`src/rtl/poscmp_pkg.sv`:
```
package poscmp_pkg;
  typedef enum logic {
    DIR_POS = 1'b0,
    DIR_NEG = 1'b1
  } rot_dir_e;

  localparam int unsigned EVT_W   = 32;
  localparam int unsigned EVT_BIT = 29;
endpackage

```
`src/rtl/poscmp_regs.sv`:
```
module poscmp_regs #(
  parameter int unsigned PH_W = 16,
  parameter int unsigned Z_W  = 16,
  parameter int unsigned SP_W = 16
) (
  input  logic            clk_i,
  input  logic            rst_ni,
  input  logic            wr_phase_i,
  input  logic            wr_z_i,
  input  logic            wr_spd_i,
  input  logic [PH_W-1:0] phase_val_i,
  input  logic [Z_W-1:0]  z_val_i,
  input  logic [SP_W-1:0] spd_val_i,
  output logic [PH_W-1:0] phase_q_o,
  output logic [Z_W-1:0]  z_q_o,
  output logic [SP_W-1:0] spd_q_o,
  output logic            rearm_o
);
  always_ff @(posedge clk_i or negedge rst_ni) begin
    if (!rst_ni) begin
      phase_q_o <= '0;
      z_q_o     <= '0;
      spd_q_o   <= '0;
      rearm_o   <= 1'b0;
    end else begin
      if (wr_phase_i) phase_q_o <= phase_val_i;
      if (wr_z_i)     z_q_o     <= z_val_i;
      if (wr_spd_i)   spd_q_o   <= spd_val_i;
      rearm_o <= wr_phase_i | wr_z_i | wr_spd_i;
    end
  end

  // a strobe is always followed by a re-arm cycle
  a_r10_rearm_after_write: assert property (@(posedge clk_i) disable iff (!rst_ni)
    (wr_phase_i || wr_z_i || wr_spd_i) |=> rearm_o);

  a_r10_phase_loaded: assert property (@(posedge clk_i) disable iff (!rst_ni)
    wr_phase_i |=> (phase_q_o == $past(phase_val_i)));
endmodule

```
`src/rtl/poscmp_cond.sv`:
```
module poscmp_cond #(
  parameter int unsigned PH_W = 16,
  parameter int unsigned Z_W  = 16,
  parameter int unsigned SP_W = 16
) (
  input  logic            [PH_W-1:0] phase_cnt_i,
  input  logic            [PH_W-1:0] phase_ref_i,
  input  logic            [Z_W-1:0]  z_cnt_i,
  input  logic            [Z_W-1:0]  z_ref_i,
  input  logic            [SP_W-1:0] spd_cnt_i,
  input  logic            [SP_W-1:0] spd_ref_i,
  input  poscmp_pkg::rot_dir_e       dir_i,
  input  poscmp_pkg::rot_dir_e       dir_need_i,
  input  logic                       z_cmp_off_i,
  input  logic                       dir_chk_off_i,
  input  logic                       spd_chk_on_i,
  output logic                       hit_o
);
  logic phase_ok, z_ok, dir_ok, spd_ok;

  always_comb begin
    phase_ok = (phase_cnt_i == phase_ref_i);
    z_ok     = z_cmp_off_i   || (z_cnt_i == z_ref_i);
    dir_ok   = dir_chk_off_i || (dir_i == dir_need_i);
    spd_ok   = !spd_chk_on_i || (spd_cnt_i == spd_ref_i);
    hit_o    = phase_ok && z_ok && dir_ok && spd_ok;
  end
endmodule

```
`src/rtl/poscmp_edge.sv`:
```
module poscmp_edge (
  input  logic clk_i,
  input  logic rst_ni,
  input  logic hit_i,
  input  logic rearm_i,
  output logic match_o
);
  logic hit_q;

  // hit_q resets high so a condition true out of reset does not fire
  always_ff @(posedge clk_i or negedge rst_ni) begin
    if (!rst_ni) begin
      hit_q   <= 1'b1;
      match_o <= 1'b0;
    end else begin
      hit_q   <= hit_i;
      match_o <= hit_i && (!hit_q || rearm_i);
    end
  end

  a_r3_single_pulse: assert property (@(posedge clk_i) disable iff (!rst_ni)
    (match_o && !rearm_i) |=> !match_o);

  a_r12_pulse_follows_hit: assert property (@(posedge clk_i) disable iff (!rst_ni)
    match_o |-> $past(hit_i));
endmodule

```
`src/rtl/poscmp_top.sv`:
```
module poscmp_top import poscmp_pkg::*; #(
  parameter int unsigned PH_W = 16,
  parameter int unsigned Z_W  = 16,
  parameter int unsigned SP_W = 16
) (
  input  logic             clk_i,
  input  logic             rst_ni,
  input  logic [PH_W-1:0]  phase_cnt_i,
  input  logic [Z_W-1:0]   z_cnt_i,
  input  logic [SP_W-1:0]  spd_cnt_i,
  input  logic             dir_i,
  input  logic [PH_W-1:0]  phase_val_i,
  input  logic [Z_W-1:0]   z_val_i,
  input  logic [SP_W-1:0]  spd_val_i,
  input  logic             wr_phase_i,
  input  logic             wr_z_i,
  input  logic             wr_spd_i,
  input  logic             z_cmp_off_i,
  input  logic             dir_need_i,
  input  logic             dir_chk_off_i,
  input  logic             spd_chk_on_i,
  output logic             match_o,
  output logic [EVT_W-1:0] event_o
);
  logic [PH_W-1:0] phase_q;
  logic [Z_W-1:0]  z_q;
  logic [SP_W-1:0] spd_q;
  logic            rearm, hit;

  poscmp_regs #(.PH_W(PH_W), .Z_W(Z_W), .SP_W(SP_W)) u_regs (
    .clk_i       (clk_i),
    .rst_ni      (rst_ni),
    .wr_phase_i  (wr_phase_i),
    .wr_z_i      (wr_z_i),
    .wr_spd_i    (wr_spd_i),
    .phase_val_i (phase_val_i),
    .z_val_i     (z_val_i),
    .spd_val_i   (spd_val_i),
    .phase_q_o   (phase_q),
    .z_q_o       (z_q),
    .spd_q_o     (spd_q),
    .rearm_o     (rearm)
  );

  poscmp_cond #(.PH_W(PH_W), .Z_W(Z_W), .SP_W(SP_W)) u_cond (
    .phase_cnt_i   (phase_cnt_i),
    .phase_ref_i   (phase_q),
    .z_cnt_i       (z_cnt_i),
    .z_ref_i       (z_q),
    .spd_cnt_i     (spd_cnt_i),
    .spd_ref_i     (spd_q),
    .dir_i         (rot_dir_e'(dir_i)),
    .dir_need_i    (rot_dir_e'(dir_need_i)),
    .z_cmp_off_i   (z_cmp_off_i),
    .dir_chk_off_i (dir_chk_off_i),
    .spd_chk_on_i  (spd_chk_on_i),
    .hit_o         (hit)
  );

  poscmp_edge u_edge (
    .clk_i   (clk_i),
    .rst_ni  (rst_ni),
    .hit_i   (hit),
    .rearm_i (rearm),
    .match_o (match_o)
  );

  for (genvar b = 0; b < EVT_W; b++) begin : g_evt
    if (b == EVT_BIT) begin : g_hit
      assign event_o[b] = match_o;
    end else begin : g_zero
      assign event_o[b] = 1'b0;
    end
  end

  a_r2_phase_equal: assert property (@(posedge clk_i) disable iff (!rst_ni)
    match_o |-> $past(phase_cnt_i == phase_q));

  a_r4_z_equal: assert property (@(posedge clk_i) disable iff (!rst_ni)
    match_o |-> $past(z_cmp_off_i || (z_cnt_i == z_q)));


  a_r6_dir_qual: assert property (@(posedge clk_i) disable iff (!rst_ni)
    match_o |-> $past(dir_chk_off_i || (dir_i == dir_need_i)));

  a_r9_spd_equal: assert property (@(posedge clk_i) disable iff (!rst_ni)
    match_o |-> $past(!spd_chk_on_i || (spd_cnt_i == spd_q)));

  a_r11_event_onehot: assert property (@(posedge clk_i) disable iff (!rst_ni)
    $onehot0(event_o));
endmodule

```
`config.mk`:
```
export PLATFORM = sky130hd
export DESIGN_NAME = poscmp_top
export DESIGN_NICKNAME = d
export VERILOG_FILES = /design/src/rtl/poscmp_pkg.sv /design/src/rtl/poscmp_regs.sv /design/src/rtl/poscmp_cond.sv /design/src/rtl/poscmp_edge.sv /design/src/rtl/poscmp_top.sv
export SDC_FILE = /design/constraint.sdc
export NUM_CORES = 1
export LEC_CHECK = 0
export CAP_MARGIN = 10
export CELL_PAD_IN_SITES_DETAIL_PLACEMENT = 1
export CELL_PAD_IN_SITES_GLOBAL_PLACEMENT = 1
export CORE_MARGIN = 8
export CORE_UTILIZATION = 33
export CTS_BUF_LIST = sky130_fd_sc_hd__clkbuf_2
export DETAILED_ROUTE_END_ITERATION = 10
export PLACE_DENSITY = 0.89
export SYNTH_ARGS = -nofsm -noshare
export SYNTH_HDL_FRONTEND = slang
export SYNTH_SLANG_ARGS = --single-unit
```
`constraint.sdc`:
```
create_clock -name clk_i -period 3.35 [get_ports clk_i]
set_input_delay 0.8375 -clock clk_i [delete_from_list [all_inputs] [get_ports clk_i]]
set_output_delay 0.8375 -clock clk_i [all_outputs]
set_load 0.005 [all_outputs]
```
==> summary.md <==
| Metric | Value |
|---|---|
| Drt initial violations | `35` |
| Initial antenna violation count | `0` |
| MaxCap Viol Count | `0` |
| Worst skew pair latency | `~0.41 ns` |
| RR Startpoint | `u_regs.spd_q_o[8]$_DFFE_PN0P_` |
| TritonCTS Buffers | `5` |
| Starting Density | `~34%` |
| Syn Inst Count | `207` |
| Layout Skew | `0.0212 ns` |
| Congestion Overflow GR | `0` |
| CTS tree | `built` |
| Port bufs | `between 100 and 150` |
| Post-Synthesis Cell Area | `between 2000 and 3000 um2` |
| First-pass GRT wire length | `10700 um` |
| Flop2flop setup slack | `1.68 ns` |
| Peak supply drop | `0.175 mV` |
| Max FO, Critical Path | `2` |
| Antenna Cells | `0` |
| Setup crit end kind | `output pin` |
| CP max-delay cell | `clkdlybuf4s50_1` |
| RSZ-0062 raised after global routing | `no` |
| Critical Path Max Stage Delay | `0.53 ns` |
| Sequential share of the synthesized area | `roughly half` |
| ANT nets after route | `0` |
| WS Path Type | `flip-flop to output pin` |
| Fin Setup TNS | `0 ns` |
| Largest net degree at the start of global routing | `30` |
| Via count | `1833` |
| Detailed Routing Iterations Pass 1 | `4` |
| Full die area | `11200 um2` |
| RD Place Congestion | `0.702` |
| Worst-path cell chain | `clkdlybuf4s50_1` |
| Rows | `32` |
| Delay-heaviest family, CP | `buffers and inverters` |
| CP Data Arrival Time | `1.39 ns` |
| Fmax | `449 MHz` |
| Dpl cells | `~410` |
| Fin. max-slew vios | `0` |
| # IOs | `roughly 140` |
| Worst EP required | `2.51 ns` |
| FF-to-FF End | `u_edge.match_o$_DFF_PN0_` |
| Outcome | `complete, no violations` |
| Final Cycle Share | `66.4%` |
| Synthesis-to-finish area growth | `40.8%` |
| Post-synth EDFFs | `0` |
| Yosys reg bits | `51` |
| Vias in the first global route | `2132` |
| Post_cts resized | `0` |
| Avg Cell Area, Syn | `12.8 um2` |
| Relative slew slack | `roughly 46%` |
| Final hold vios | `0` |
| Total Wirelength | `6790 um` |
| Leakage Power | `0.00150 uW` |
| Storage element area | `1280 um2` |
| Leading cell type in the layout, fill and taps excluded | `clkdlybuf4s50_1` |
| Postcts setup bufs | `0` |
| Tightest Pin Transition | `0.805 ns` |
| CP bufs+invs | `1` |
| Root Buffer | `clkbuf_2` |
| Vias per std cell | `approximately 4.4` |
| Synth warn | `0` |
| Worst-path clk slew | `0.25 ns` |
| Die width | `106 um` |
| Endpoints failing setup | `0` |
| Floorplan Core Area | `7770 um2` |
| Final net count | `420` |
| Max Buffers Root-to-Sink | `2` |
| Cts hold-fix bufs | `0` |
| Synth unique cells | `19` |
| CTS sink cnt | `51` |
| WL/cell | `around 16 um` |
| Filler Cells Inserted | `roughly 840` |
| Min-Delay Path Class | `input pin to asynchronous set/reset pin` |
| Critical path startpoint category | `flip-flop` |
| Commonest cells after routing, fill and taps aside | `clkdlybuf4s50_1, dfrtp_1, mux2_2, conb_1, xnor2_1` |
| Hpwl dp | `5680 um` |
| FFs w/ async S/R, synth | `100%` |
| Finished Layout Cells | `417` |
| Htree depth | `2` |
| Layout cells sized above 1 | `18.7%` |
| Worst R2R Path Depth | `5` |
| Synth Flop Type | `dfrtp_1` |
| Total track usage | `12.0%` |
| Die H | `between 100 and 150 um` |
| Final min period | `roughly 2.2 ns` |
| Pwr dens | `337 nW/um2` |
| Multi-input gate area | `1230 um2` |
| DR DRC count | `0` |
cell usage after synthesis, drive strengths merged, types with 2 or more instances:
| master | number | area (um2) |
|---|---|---|
| dfrtp | 50 | 1250 |
| xnor2 | 29 | 254 |
| nor3 | 2 | 15.0 |
| mux2 | 48 | 541 |
| xor2 | 20 | 175 |
| nand4 | 7 | 43.8 |
| clkbuf | 3 | 11.3 |
| buf | 35 | 255 |
| nor4 | 5 | 31.3 |
sequential cells by signal, summed over array words and instances, names as in the netlist:
register	count
u_edge.hit_q	1
u_edge.match_o	1
u_regs.phase_q_o	16
u_regs.rearm_o	1
u_regs.spd_q_o	16
u_regs.z_q_o	16
cell type report:
class                   instances  share of cell area [%]
clock buffers                   6                   0.802
well taps                     102                    3.41
flip-flops and latches         51                    34.1
repair buffers                108                    28.7
multi-input cells             148                    32.8
clock inverters                 2                   0.201
cells by family (layout without fill, tap and decap cells):
kind of cell,after synthesis,count (layout),synth area share (%)
mux,48,48,20.3
compound gates,3,3,1.27
other cells,1,31,0.141
simple gates,17,17,4.00
xor+xnor,49,49,16.1
buf+inv,38,116,10.0
flops,51,51,48.1
worst max path at each step:
stage / from / to / slack [ns] / depth (start not counted)
6_report: u_edge.match_o$_DFF_PN0_ / event_o[29] / 1.12 / 1
5_1_grt: u_edge.match_o$_DFF_PN0_ / event_o[29] / 1.04 / 1
4_1_cts: u_edge.match_o$_DFF_PN0_ / event_o[29] / 1.08 / 1
3_5_place_dp: spd_cnt_i[10] / u_edge.match_o$_DFF_PN0_ / 0.79 / 6
3_3_place_gp: spd_cnt_i[6] / u_edge.match_o$_DFF_PN0_ / 0.92 / 6
2_1_floorplan: spd_cnt_i[5] / u_edge.match_o$_DFF_PN0_ / 1.52 / 5
report_power, final:
group	leakage, uW	total [uW]	internal [uW]	switching [uW]
Clock	0.0000281	236	50.3	186
Sequential	0.000595	715	675	40.2
Combinational	0.000875	310	210	100
Total	0.00150	1260	935	326
per-layer routing:
layer | GRT usage [%] | routed length, um | vias to the layer above
met5 | 0 | 0 | -
met2 | 21.4 | 3550 | 82
met3 | 4.93 | 693 | 5
li1 | - | - | 854
met1 | 12.7 | 2500 | 892
met4 | 3.02 | 47 | 0
metrics by stage:
step	cell area (um2)	utilization (%)	worst slack (ns)	total power [uW]	hold WS [ns]
6_report	3740	48.2	1.12	1260	0.348
5_1_grt	3740	48.2	1.04	1340	0.325
4_1_cts	3740	48.2	1.08	1290	0.330
3_5_place_dp	3700	47.7	0.789	1040	0.493
3_3_place_gp	3700	47.7	0.916	1030	0.496
2_1_floorplan	2770	-	1.52	895	0.470
(Power assumes the default switching activity.)
